## config.mk

```make
export PLATFORM = sky130hd
export DESIGN_NAME = i2c_reg_slave
export DESIGN_NICKNAME = d
export VERILOG_FILES = /design/src/rtl/i2c_reg_pkg.sv /design/src/rtl/i2c_line_sync.sv /design/src/rtl/i2c_reg_bank.sv /design/src/rtl/i2c_bus_engine.sv /design/src/rtl/i2c_reg_slave.sv
export SDC_FILE = /design/constraint.sdc
export NUM_CORES = 1
export LEC_CHECK = 0
export ABC_AREA = 1
export BUFFER_PORTS_ARGS = -buffer_cell sky130_fd_sc_hd__buf_2
export CAP_MARGIN = 10
export CORE_ASPECT_RATIO = 1.25
export CORE_UTILIZATION = 60
export CTS_CLUSTER_SIZE = 16
export DETAILED_ROUTE_END_ITERATION = 12
export GPL_ROUTABILITY_DRIVEN = 0
export GPL_TIMING_DRIVEN = 1
export PLACE_DENSITY_LB_ADDON = 0.2
export SETUP_SLACK_MARGIN = 0.5
export SLEW_MARGIN = 0
export SYNTH_ARGS = -nofsm -noshare
export SYNTH_HDL_FRONTEND = slang
export SYNTH_SLANG_ARGS = --single-unit
```

## constraint.sdc

```tcl
create_clock -name clk_i -period 3.5 [get_ports clk_i]
set_clock_uncertainty 0.1 [all_clocks]
set_input_delay 0.35 -clock clk_i [delete_from_list [all_inputs] [get_ports clk_i]]
set_output_delay 0.35 -clock clk_i [all_outputs]
set_load 0.005 [all_outputs]
```

## src/rtl/i2c_reg_pkg.sv

```systemverilog
package i2c_reg_pkg;
  typedef enum logic [2:0] {
    ST_IDLE,
    ST_RX,
    ST_RX_DONE,
    ST_ACK_TX,
    ST_TX,
    ST_ACK_RX,
    ST_IGNORE
  } bus_state_e;

  typedef enum logic [1:0] {
    BK_ADDR,
    BK_CMD,
    BK_DATA
  } byte_kind_e;
endpackage

```

## src/rtl/i2c_line_sync.sv

```systemverilog
module i2c_line_sync #(
  parameter int unsigned N_LINES = 2,
  parameter int unsigned STAGES  = 2
) (
  input  logic               clk_i,
  input  logic               rst_ni,
  input  logic [N_LINES-1:0] line_i,
  output logic [N_LINES-1:0] level_o,
  output logic [N_LINES-1:0] rise_o,
  output logic [N_LINES-1:0] fall_o
);
  for (genvar g = 0; g < N_LINES; g++) begin : g_line
    logic [STAGES-1:0] chain_q;
    logic              prev_q;

    always_ff @(posedge clk_i or negedge rst_ni) begin
      if (!rst_ni) begin
        chain_q <= '1;
        prev_q  <= 1'b1;
      end else begin
        chain_q <= {chain_q[STAGES-2:0], line_i[g]};
        prev_q  <= chain_q[STAGES-1];
      end
    end

    assign level_o[g] = chain_q[STAGES-1];
    assign rise_o[g]  = chain_q[STAGES-1] & ~prev_q;
    assign fall_o[g]  = ~chain_q[STAGES-1] & prev_q;
  end
endmodule

```

## src/rtl/i2c_reg_bank.sv

```systemverilog
module i2c_reg_bank #(
  parameter int unsigned N_REGS = 16,
  parameter int unsigned N_RO   = 2,
  parameter int unsigned DW     = 8,
  localparam int unsigned AW    = $clog2(N_REGS),
  localparam int unsigned N_WR  = N_REGS - N_RO
) (
  input  logic               clk_i,
  input  logic               rst_ni,
  input  logic               we_i,
  input  logic [AW-1:0]      addr_i,
  input  logic [DW-1:0]      wdata_i,
  input  logic [N_RO*DW-1:0] ro_data_i,
  output logic [DW-1:0]      rdata_o,
  output logic [N_WR*DW-1:0] reg_q_o
);
  logic [DW-1:0] mem [N_REGS];

  for (genvar i = 0; i < N_REGS; i++) begin : g_entry
    if (i < N_RO) begin : g_ro
      assign mem[i] = ro_data_i[i*DW +: DW];
    end else begin : g_rw
      logic [DW-1:0] q;
      always_ff @(posedge clk_i or negedge rst_ni) begin
        if (!rst_ni)                             q <= '0;
        else if (we_i && addr_i == AW'(i))       q <= wdata_i;
      end
      assign mem[i] = q;
      assign reg_q_o[(i-N_RO)*DW +: DW] = q;
    end
  end

  assign rdata_o = mem[addr_i];

  AST_RO_DISCARD: assert property (@(posedge clk_i) disable iff (!rst_ni)
    (we_i && 32'(addr_i) < N_RO) |=> $stable(reg_q_o));
endmodule

```

## src/rtl/i2c_bus_engine.sv

```systemverilog
module i2c_bus_engine
  import i2c_reg_pkg::*;
#(
  parameter logic [6:0]  DEV_ADDR = 7'b1100100,
  parameter int unsigned PTR_W    = 4
) (
  input  logic             clk_i,
  input  logic             rst_ni,
  input  logic             scl_lvl_i,
  input  logic             scl_rise_i,
  input  logic             scl_fall_i,
  input  logic             sda_lvl_i,
  input  logic             sda_rise_i,
  input  logic             sda_fall_i,
  input  logic [7:0]       rd_data_i,
  output logic [PTR_W-1:0] ptr_o,
  output logic             wr_en_o,
  output logic [7:0]       wr_data_o,
  output logic             sda_oe_o
);
  bus_state_e       state_q;
  byte_kind_e       kind_q;
  logic [2:0]       cnt_q;
  logic [7:0]       sr_q;
  logic [PTR_W-1:0] ptr_q;
  logic             match_q, rw_q, mack_q, sda_oe_q;
  logic             start_det, stop_det, last_bit;
  logic [7:0]       byte_nx;

  // SCL must be steadily high, not just rising, for a bus condition
  assign start_det = sda_fall_i & scl_lvl_i & ~scl_rise_i;
  assign stop_det  = sda_rise_i & scl_lvl_i & ~scl_rise_i;
  assign byte_nx   = {sr_q[6:0], sda_lvl_i};
  assign last_bit  = (state_q == ST_RX) && scl_rise_i && (cnt_q == 3'd7);

  assign wr_en_o   = last_bit && (kind_q == BK_DATA) && !start_det && !stop_det;
  assign wr_data_o = byte_nx;
  assign ptr_o     = ptr_q;
  assign sda_oe_o  = sda_oe_q;

  always_ff @(posedge clk_i or negedge rst_ni) begin
    if (!rst_ni) begin
      state_q  <= ST_IDLE;
      kind_q   <= BK_ADDR;
      cnt_q    <= '0;
      sr_q     <= '0;
      ptr_q    <= '0;
      match_q  <= 1'b0;
      rw_q     <= 1'b0;
      mack_q   <= 1'b0;
      sda_oe_q <= 1'b0;
    end else if (start_det) begin
      state_q  <= ST_RX;
      kind_q   <= BK_ADDR;
      cnt_q    <= '0;
      sda_oe_q <= 1'b0;
    end else if (stop_det) begin
      state_q  <= ST_IDLE;
      sda_oe_q <= 1'b0;
    end else begin
      unique case (state_q)
        ST_RX: if (scl_rise_i) begin
          sr_q  <= byte_nx;
          cnt_q <= cnt_q + 3'd1;
          if (cnt_q == 3'd7) begin
            state_q <= ST_RX_DONE;
            unique case (kind_q)
              BK_ADDR: begin
                match_q <= (byte_nx[7:1] == DEV_ADDR);
                rw_q    <= byte_nx[0];
              end
              BK_CMD:  ptr_q <= byte_nx[PTR_W-1:0];
              default: ptr_q <= ptr_q + 1'b1;
            endcase
          end
        end
        ST_RX_DONE: if (scl_fall_i) begin
          if (kind_q != BK_ADDR || match_q) begin
            sda_oe_q <= 1'b1;
            state_q  <= ST_ACK_TX;
          end else begin
            state_q  <= ST_IGNORE;
          end
        end
        ST_ACK_TX: if (scl_fall_i) begin
          cnt_q <= '0;
          if (kind_q == BK_ADDR && rw_q) begin
            state_q  <= ST_TX;
            sr_q     <= rd_data_i;
            sda_oe_q <= ~rd_data_i[7];
          end else begin
            state_q  <= ST_RX;
            sda_oe_q <= 1'b0;
            kind_q   <= (kind_q == BK_ADDR) ? BK_CMD : BK_DATA;
          end
        end
        ST_TX: if (scl_fall_i) begin
          if (cnt_q == 3'd7) begin
            sda_oe_q <= 1'b0;
            state_q  <= ST_ACK_RX;
          end else begin
            cnt_q    <= cnt_q + 3'd1;
            sr_q     <= {sr_q[6:0], 1'b0};
            sda_oe_q <= ~sr_q[6];
          end
        end
        ST_ACK_RX: begin
          if (scl_rise_i) begin
            mack_q <= ~sda_lvl_i;
            if (!sda_lvl_i) ptr_q <= ptr_q + 1'b1;
          end else if (scl_fall_i) begin
            if (mack_q) begin
              state_q  <= ST_TX;
              cnt_q    <= '0;
              sr_q     <= rd_data_i;
              sda_oe_q <= ~rd_data_i[7];
            end else begin
              state_q  <= ST_IGNORE;
            end
          end
        end
        default: ;
      endcase
    end
  end

  AST_SDA_SCL_LOW: assert property (@(posedge clk_i) disable iff (!rst_ni)
    !$stable(sda_oe_q) |-> !scl_lvl_i);
  AST_IGNORE_SILENT: assert property (@(posedge clk_i) disable iff (!rst_ni)
    (state_q == ST_IGNORE) |-> !sda_oe_q);
  AST_PTR_STEP: assert property (@(posedge clk_i) disable iff (!rst_ni)
    wr_en_o |=> ptr_q == PTR_W'($past(ptr_q) + 1'b1));
  AST_STOP_IDLE: assert property (@(posedge clk_i) disable iff (!rst_ni)
    stop_det |=> state_q == ST_IDLE);
  AST_NAK_RELEASE: assert property (@(posedge clk_i) disable iff (!rst_ni)
    (state_q == ST_ACK_RX && scl_fall_i && !scl_rise_i && !mack_q && !start_det && !stop_det)
      |=> (state_q == ST_IGNORE && !sda_oe_q));
endmodule

```

## src/rtl/i2c_reg_slave.sv

```systemverilog
module i2c_reg_slave #(
  parameter logic [6:0]  DEV_ADDR = 7'b1100100,
  parameter int unsigned N_REGS   = 16,
  parameter int unsigned N_RO     = 2,
  localparam int unsigned AW      = $clog2(N_REGS),
  localparam int unsigned N_WR    = N_REGS - N_RO
) (
  input  logic              clk_i,
  input  logic              rst_ni,
  input  logic              scl_i,
  input  logic              sda_i,
  output logic              sda_oe_o,
  input  logic [N_RO*8-1:0] ro_data_i,
  output logic [N_WR*8-1:0] reg_q_o
);
  logic [1:0]    lvl, rise, fall;
  logic [AW-1:0] ptr;
  logic          wr_en;
  logic [7:0]    wr_data, rd_data;

  // line 0 = SCL, line 1 = SDA
  i2c_line_sync #(.N_LINES(2), .STAGES(2)) i_sync (
    .clk_i   (clk_i),
    .rst_ni  (rst_ni),
    .line_i  ({sda_i, scl_i}),
    .level_o (lvl),
    .rise_o  (rise),
    .fall_o  (fall)
  );

  i2c_bus_engine #(.DEV_ADDR(DEV_ADDR), .PTR_W(AW)) i_engine (
    .clk_i      (clk_i),
    .rst_ni     (rst_ni),
    .scl_lvl_i  (lvl[0]),
    .scl_rise_i (rise[0]),
    .scl_fall_i (fall[0]),
    .sda_lvl_i  (lvl[1]),
    .sda_rise_i (rise[1]),
    .sda_fall_i (fall[1]),
    .rd_data_i  (rd_data),
    .ptr_o      (ptr),
    .wr_en_o    (wr_en),
    .wr_data_o  (wr_data),
    .sda_oe_o   (sda_oe_o)
  );

  i2c_reg_bank #(.N_REGS(N_REGS), .N_RO(N_RO), .DW(8)) i_bank (
    .clk_i     (clk_i),
    .rst_ni    (rst_ni),
    .we_i      (wr_en),
    .addr_i    (ptr),
    .wdata_i   (wr_data),
    .ro_data_i (ro_data_i),
    .rdata_o   (rd_data),
    .reg_q_o   (reg_q_o)
  );
endmodule

```

# Yosys cells after proc, flatten, opt, wreduce, memory -nomap -nowiden
# Cells that the tools add are included.
# totals
register_bits,141
in_bits,20
output_inout_bits,113
word_cells,202
# op_classes
addsub,2
order_cmp,1
eq_ne,54
n_mux,60
bitwise_logic,18
n_reduce_logical,40
# ops
cell,n
$mux W3,21
$mux W7,8
$bmux W8 S4,1
$eq A4 B4 Y1 const B,8
$ne A4 B1 Y1 const B,8
$pmux W7 S4,1
$logic_and A1 B1 Y1,20
$ne A2 B1 Y1 const B,9
$reduce_and A9 Y1,2
$eq A4 B3 Y1 const B,4
$mux W4,4
$mux W8,2
$pmux W4 S2,2
$reduce_and A8 Y1,2
$ne A3 B1 Y1 const B,5
$pmux W3 S5,1
$mux W2,7
$pmux W3 S4,1
$mux W1,11
$reduce_and A11 Y1,1
$ne A2 B2 Y1 const B,5
$eq A3 B3 Y1 const B,3
$not A1 Y1,9
$and A1 B1 Y1,8
other kinds (25),32

# Logic depth before layout (Yosys ltp)
# depth
word_depth,11
depth_mapped,13
ltp_nobuf,11

# By module
# From an unflattened synthesis, not the netlist that was laid out.
# unflattened
hier_cells,1068
area_unflattened_um2,7636.1
# by_module_without_submodules
module,instances,cells_each,area_per_inst_um2,seq_area_each_um2
i2c_reg_bank,1,776,5534.1,2802.7
i2c_bus_engine,1,276,1899.3,575.6
i2c_line_sync,1,16,202.7,157.7

# Worst setup path after synthesis
# OpenSTA, ideal clock, no wires.
# synth_timing
path_kind,register -> register
start,"register i_engine.ptr_q[0], in the netlist i_engine.ptr_o[0]"
end,register i_bank.g_entry[2].g_rw.q[6]
setup_ns,0.133
arrival_ns,1.833
required_time_ns,3.267
path_slack_ns,1.434
stages_incl_launch_ff,12
path_buffers,4
synth_period_minus_slack_ns,2.066
cell_sequence,dfrtp_1 > clkbuf_1 > inv_1 > buf_2 > buf_1 > ha_1 > inv_1 > nor2_2 > nand2_1 > buf_2 > nand2_1 > o21ai_0
# synth_via
elab_chain_len,2
# synth_rtl
element,line_no,text
from (decl),i2c_bus_engine.sv:25,logic [PTR_W-1:0] ptr_q;
from (signal assigned),i2c_bus_engine.sv:72,BK_CMD: ptr_q <= byte_nx[PTR_W-1:0];
from (signal assigned),i2c_bus_engine.sv:73,default: ptr_q <= ptr_q + 1'b1;
from (signal assigned),i2c_bus_engine.sv:110,if (!sda_lvl_i) ptr_q <= ptr_q + 1'b1;
$eq A4 B2 Y1,i2c_reg_bank.sv:26,else if (we_i && addr_i == AW'(i)) q <= wdata_i;
$logic_and A1 B1 Y1,i2c_reg_bank.sv:26,
to (signal assigned),i2c_reg_bank.sv:26,
to (decl),i2c_reg_bank.sv:23,logic [DW-1:0] q;
# Every way passes these cells.
# A chain may end at the register's enable or synchronous reset.

# Worst setup path in the final report
# layout_timing
start,register i_sync.g_line[1].chain_q[1]
end,register i_engine.sr_q[0]
# layout_via
elab_chain_len,6
elab_cells_between_ends,12
cone_classes,mux: 2; bitwise: 9; reduce/logical: 1
# layout_rtl
element,line_no,text
from (decl),i2c_line_sync.sv:13,logic [STAGES-1:0] chain_q;
from (signal assigned),i2c_line_sync.sv:21,"chain_q <= {chain_q[STAGES-2:0], line_i[g]};"
$not A1 Y1,i2c_line_sync.sv:28,assign fall_o[g] = ~chain_q[STAGES-1] & prev_q;
$and A1 B1 Y1,i2c_line_sync.sv:28,
$and A1 B1 Y1 (2 in series),i2c_bus_engine.sv:31,assign start_det = sda_fall_i & scl_lvl_i & ~scl_rise_i;
$not A1 Y1 (no source line),--,
$reduce_and A11 Y1 (no source line),--,
to (signal assigned),i2c_bus_engine.sv:63,sr_q <= byte_nx;
to (signal assigned),i2c_bus_engine.sv:89,sr_q <= rd_data_i;
to (signal assigned),i2c_bus_engine.sv:103,"sr_q <= {sr_q[6:0], 1'b0};"
to (decl),i2c_bus_engine.sv:24,logic [7:0] sr_q;
# Several ways; a longest one is shown, not always the timed one. The select of a mux whose other input is x is not followed.

==> flow_metrics.env <==
export IMPL_port_buffers=132
export IMPL_synth_edf_count=0
export IMPL_nets=1187
export IMPL_core_region_area_um2=12110
export IMPL_most_common_layout_cells="nand2_1 (408), inv_1 (150), dfrtp_1 (134)"
export IMPL_wl_um=21320
export IMPL_vdd_drop_max_v=0.0003692
export IMPL_ys_seq_area_share_pct=47.49
export IMPL_synthArstFlopShare_pct=100.0
export IMPL_cp_slowest_cell="nand4_1"
export IMPL_synth_flop_cell="dfrtp_1"
export IMPL_hpwl_um=14130
export IMPL_rsz0062_at_grt="no"
export IMPL_cp_arrival_ns=2.87
export IMPL_start_kind="flip-flop"
export IMPL_fin_crit_sh_pct=76.21
export IMPL_die_x_um=101.6
export IMPL_synth_distinct_cells=29
export IMPL_post_place_ws_ns=0.9264
export IMPL_syn_cell_area_um2=7446
export IMPL_drt_iter0_drc=742
export IMPL_avgSynthCellArea_um2=7.071
export IMPL_ant_nets=0
export IMPL_min_period_ns=2.667
export IMPL_fmax_mhz=374.9
export IMPL_cts_sinks=141
export IMPL_grt_pass1_wl_um=33530
export IMPL_status="finished, final reports clean"
export IMPL_power_uw=5660
export IMPL_htreeDepth=4
export IMPL_multi_input_area_um2=3070
export IMPL_root_buffer="clkbuf_16"
export IMPL_hp_class="flip-flop to flip-flop"
export IMPL_num_fill_cells=1055
export IMPL_finalSetupTns_ns=0
export IMPL_seq_area_um2=3537
export IMPL_ys_seq_elements=141
export IMPL_hold_viol=0
export IMPL_clockBufferDepth=2
export IMPL_drtPass1Iterations=5
export IMPL_cp_cell_sequence="inv_1, nand4_1, nand2_1, nor2_1, nand3_1, nand2_1, inv_1, a21oi_1"
export IMPL_pin_count=133
export IMPL_synth_nets=1080
export IMPL_crit_start="i_sync.g_line[1].chain_q[1]$_DFF_PN1_"
export IMPL_fp_dieH_um=126.6
export IMPL_grt_usage_pct=34.62
export IMPL_r2r_start="i_sync.g_line[1].chain_q[1]$_DFF_PN1_"
export IMPL_cts_resized_gates=0
export IMPL_leakage_uw=0.004849
export IMPL_fin_ws_ns=0.8325
export IMPL_dieArea_um2=12860
export IMPL_crit_fanout=20
export IMPL_area_growth_pct=16.77
export IMPL_clk_latency_ns=0.42
export IMPL_start_util_pct=61.51
export IMPL_grt_max_degree=90
export IMPL_mostFrequentLayoutCell="nand2_1"
export IMPL_slew_viol_final=0
export IMPL_postLayoutCoreUtil_pct=71.82
export IMPL_slowest_delay_ns=0.59
export IMPL_worstHoldStart="i_sync.g_line[1].chain_q[0]$_DFF_PN1_"
export IMPL_power_per_cell_area_nw_per_um2=650.9
export IMPL_final_area_um2=8695
export IMPL_syn_inst=1053
export IMPL_post_cts_repair_setup_buffers=0
export IMPL_cts_made_buffers=17
export IMPL_cts_tree="built"
export IMPL_antenna_cells=0
export IMPL_num_rows=45
export IMPL_viasPerCell=5.409
export IMPL_grt_pass1_vias=6565
export IMPL_placed_cell_area_um2=8103
export IMPL_maxSlewHeadroom_pct=40.03
export IMPL_antenna_found_initial=0
export IMPL_maxCapViolCount=0
export IMPL_tightest_slew_ns=0.8986
export IMPL_crit_required_ns=3.70
export IMPL_ys_warn_count=0
export IMPL_cp_end_kind="flip-flop"
export IMPL_drcViolationCount=0
export IMPL_vias=7232
export IMPL_drt_wirelength_per_cell_um=15.94
export IMPL_globalRouteOverflowTotal=0
export IMPL_clk_pin_slew_ns=0.06
export IMPL_finalSetupViolCount=0
export IMPL_layout_drive_gt1_share_pct=15.94
export IMPL_crit_type="flip-flop to flip-flop"
[area by class of cell]
cell class                      instances  share of cell area (%)
Timing Repair Buffer                  142                   8.620
Clock inverter                         11                  0.9354
Tap cell                              164                   2.360
Multi-Input combinational cell        706                   35.31
Sequential cell                       141                   40.68
Clock buffer                           21                   5.526
Inverter                              152                   6.562
[synth_stat cells, types with 2 or more instances]
cell | number | area, um^2
nand3_1 | 74 | 370.4
nor3_1 | 2 | 10.01
dfstp_2 | 6 | 157.7
o21ai_1 | 11 | 55.05
nand4_1 | 5 | 31.28
clkbuf_1 | 27 | 101.4
a21oi_1 | 14 | 70.07
o21ai_0 | 129 | 645.6
buf_2 | 14 | 70.07
dfrtp_1 | 135 | 3378
buf_1 | 6 | 22.52
inv_1 | 151 | 566.8
ha_1 | 7 | 87.58
nand2_1 | 408 | 1531
xor2_1 | 2 | 17.52
nor2_2 | 3 | 18.77
nor2_1 | 42 | 157.7
buf_6 | 6 | 67.56
[state kept, by name, summed over array words and instances, names as in the netlist]
signal / flops
i_bank.g_entry.g_rw.q: 112
i_engine.sr_q: 7
i_engine.ptr_o: 4
i_sync.g_line.chain_q: 4
i_engine.cnt_q: 3
i_engine.state_q: 3
i_engine.kind_q: 2
i_sync.g_line.prev_q: 2
i_engine.mack_q: 1
i_engine.match_q: 1
i_engine.rw_q: 1
i_engine.sda_oe_o: 1
[stage by stage]
step                cells  hold WS (ns)
floorplan            1053      -0.04559
global placement     1302        0.2548
detailed placement   1302        0.2498
CTS                  1337        0.2582
global route         1337        0.2627
finish               1337        0.2581
[worst paths after layout]
| kind | to | slack, ns | cells past startpoint |
|---|---|---|---|
| max reg2reg | i_engine.sr_q[0]$_DFFE_PN0P_ | 0.83 | 8 |
| min reg2reg | i_sync.g_line[1].chain_q[1]$_DFF_PN1_ | 0.26 | 0 |
| max | i_engine.sr_q[0]$_DFFE_PN0P_ | 0.83 | 8 |
| max in group asynchronous | i_sync.g_line[0].prev_q$_DFF_PN1_ | 1.96 | 3 |
| min | i_sync.g_line[1].chain_q[1]$_DFF_PN1_ | 0.26 | 0 |
| min in group asynchronous | i_bank.g_entry[3].g_rw.q[7]$_DFFE_PN0P_ | 0.48 | 2 |
[routing by layer]
| layer | share of wire [%] | wire [um] | GRT usage [%] | vias to the layer above |
|---|---|---|---|---|
| met1 | 40 | 8440 | 45.60 | 3383 |
| met4 | 3.5 | 755 | 13.90 | 0 |
| met3 | 6.9 | 1481 | 5.730 | 60 |
| met5 | 0 | 0 | 0 | - |
| met2 | 50 | 10640 | 56.80 | 334 |
| li1 | - | - | - | 3455 |
[critical path, delay by kind of cell, from the launching register on]
kind,cells,cell delay [ns]
and+or+nand+nor,5,1.42
DFF,1,0.39
AOI/OAI and AO/OA,1,0.04
buffers and inverters,2,0.60
[power by group]
group	total [uW]	internal (uW)	switching, uW
sequential	1900	1750	145
clock	1690	985	708
combinational	2070	564	1510
[repair_timing]
action	CTS	global route
endpoints found under the setup margin	0	0
hold endpoints to repair	88	0
hold buffers	3	0
[kinds of logic (layout without fill, tap and decap cells)]
logic type	Yosys count	count (layout)	synth area share [%]
DFF	141	141	47.49
muxes	1	1	0.1344
buffers and inverters	206	326	11.28
AOI/OAI and AO/OA	157	157	10.62
xor gates and xnor gates	2	2	0.2353
adders and majority gates	7	7	1.176
and+or+nand+nor	539	539	29.07
(Power assumes the default switching activity.)
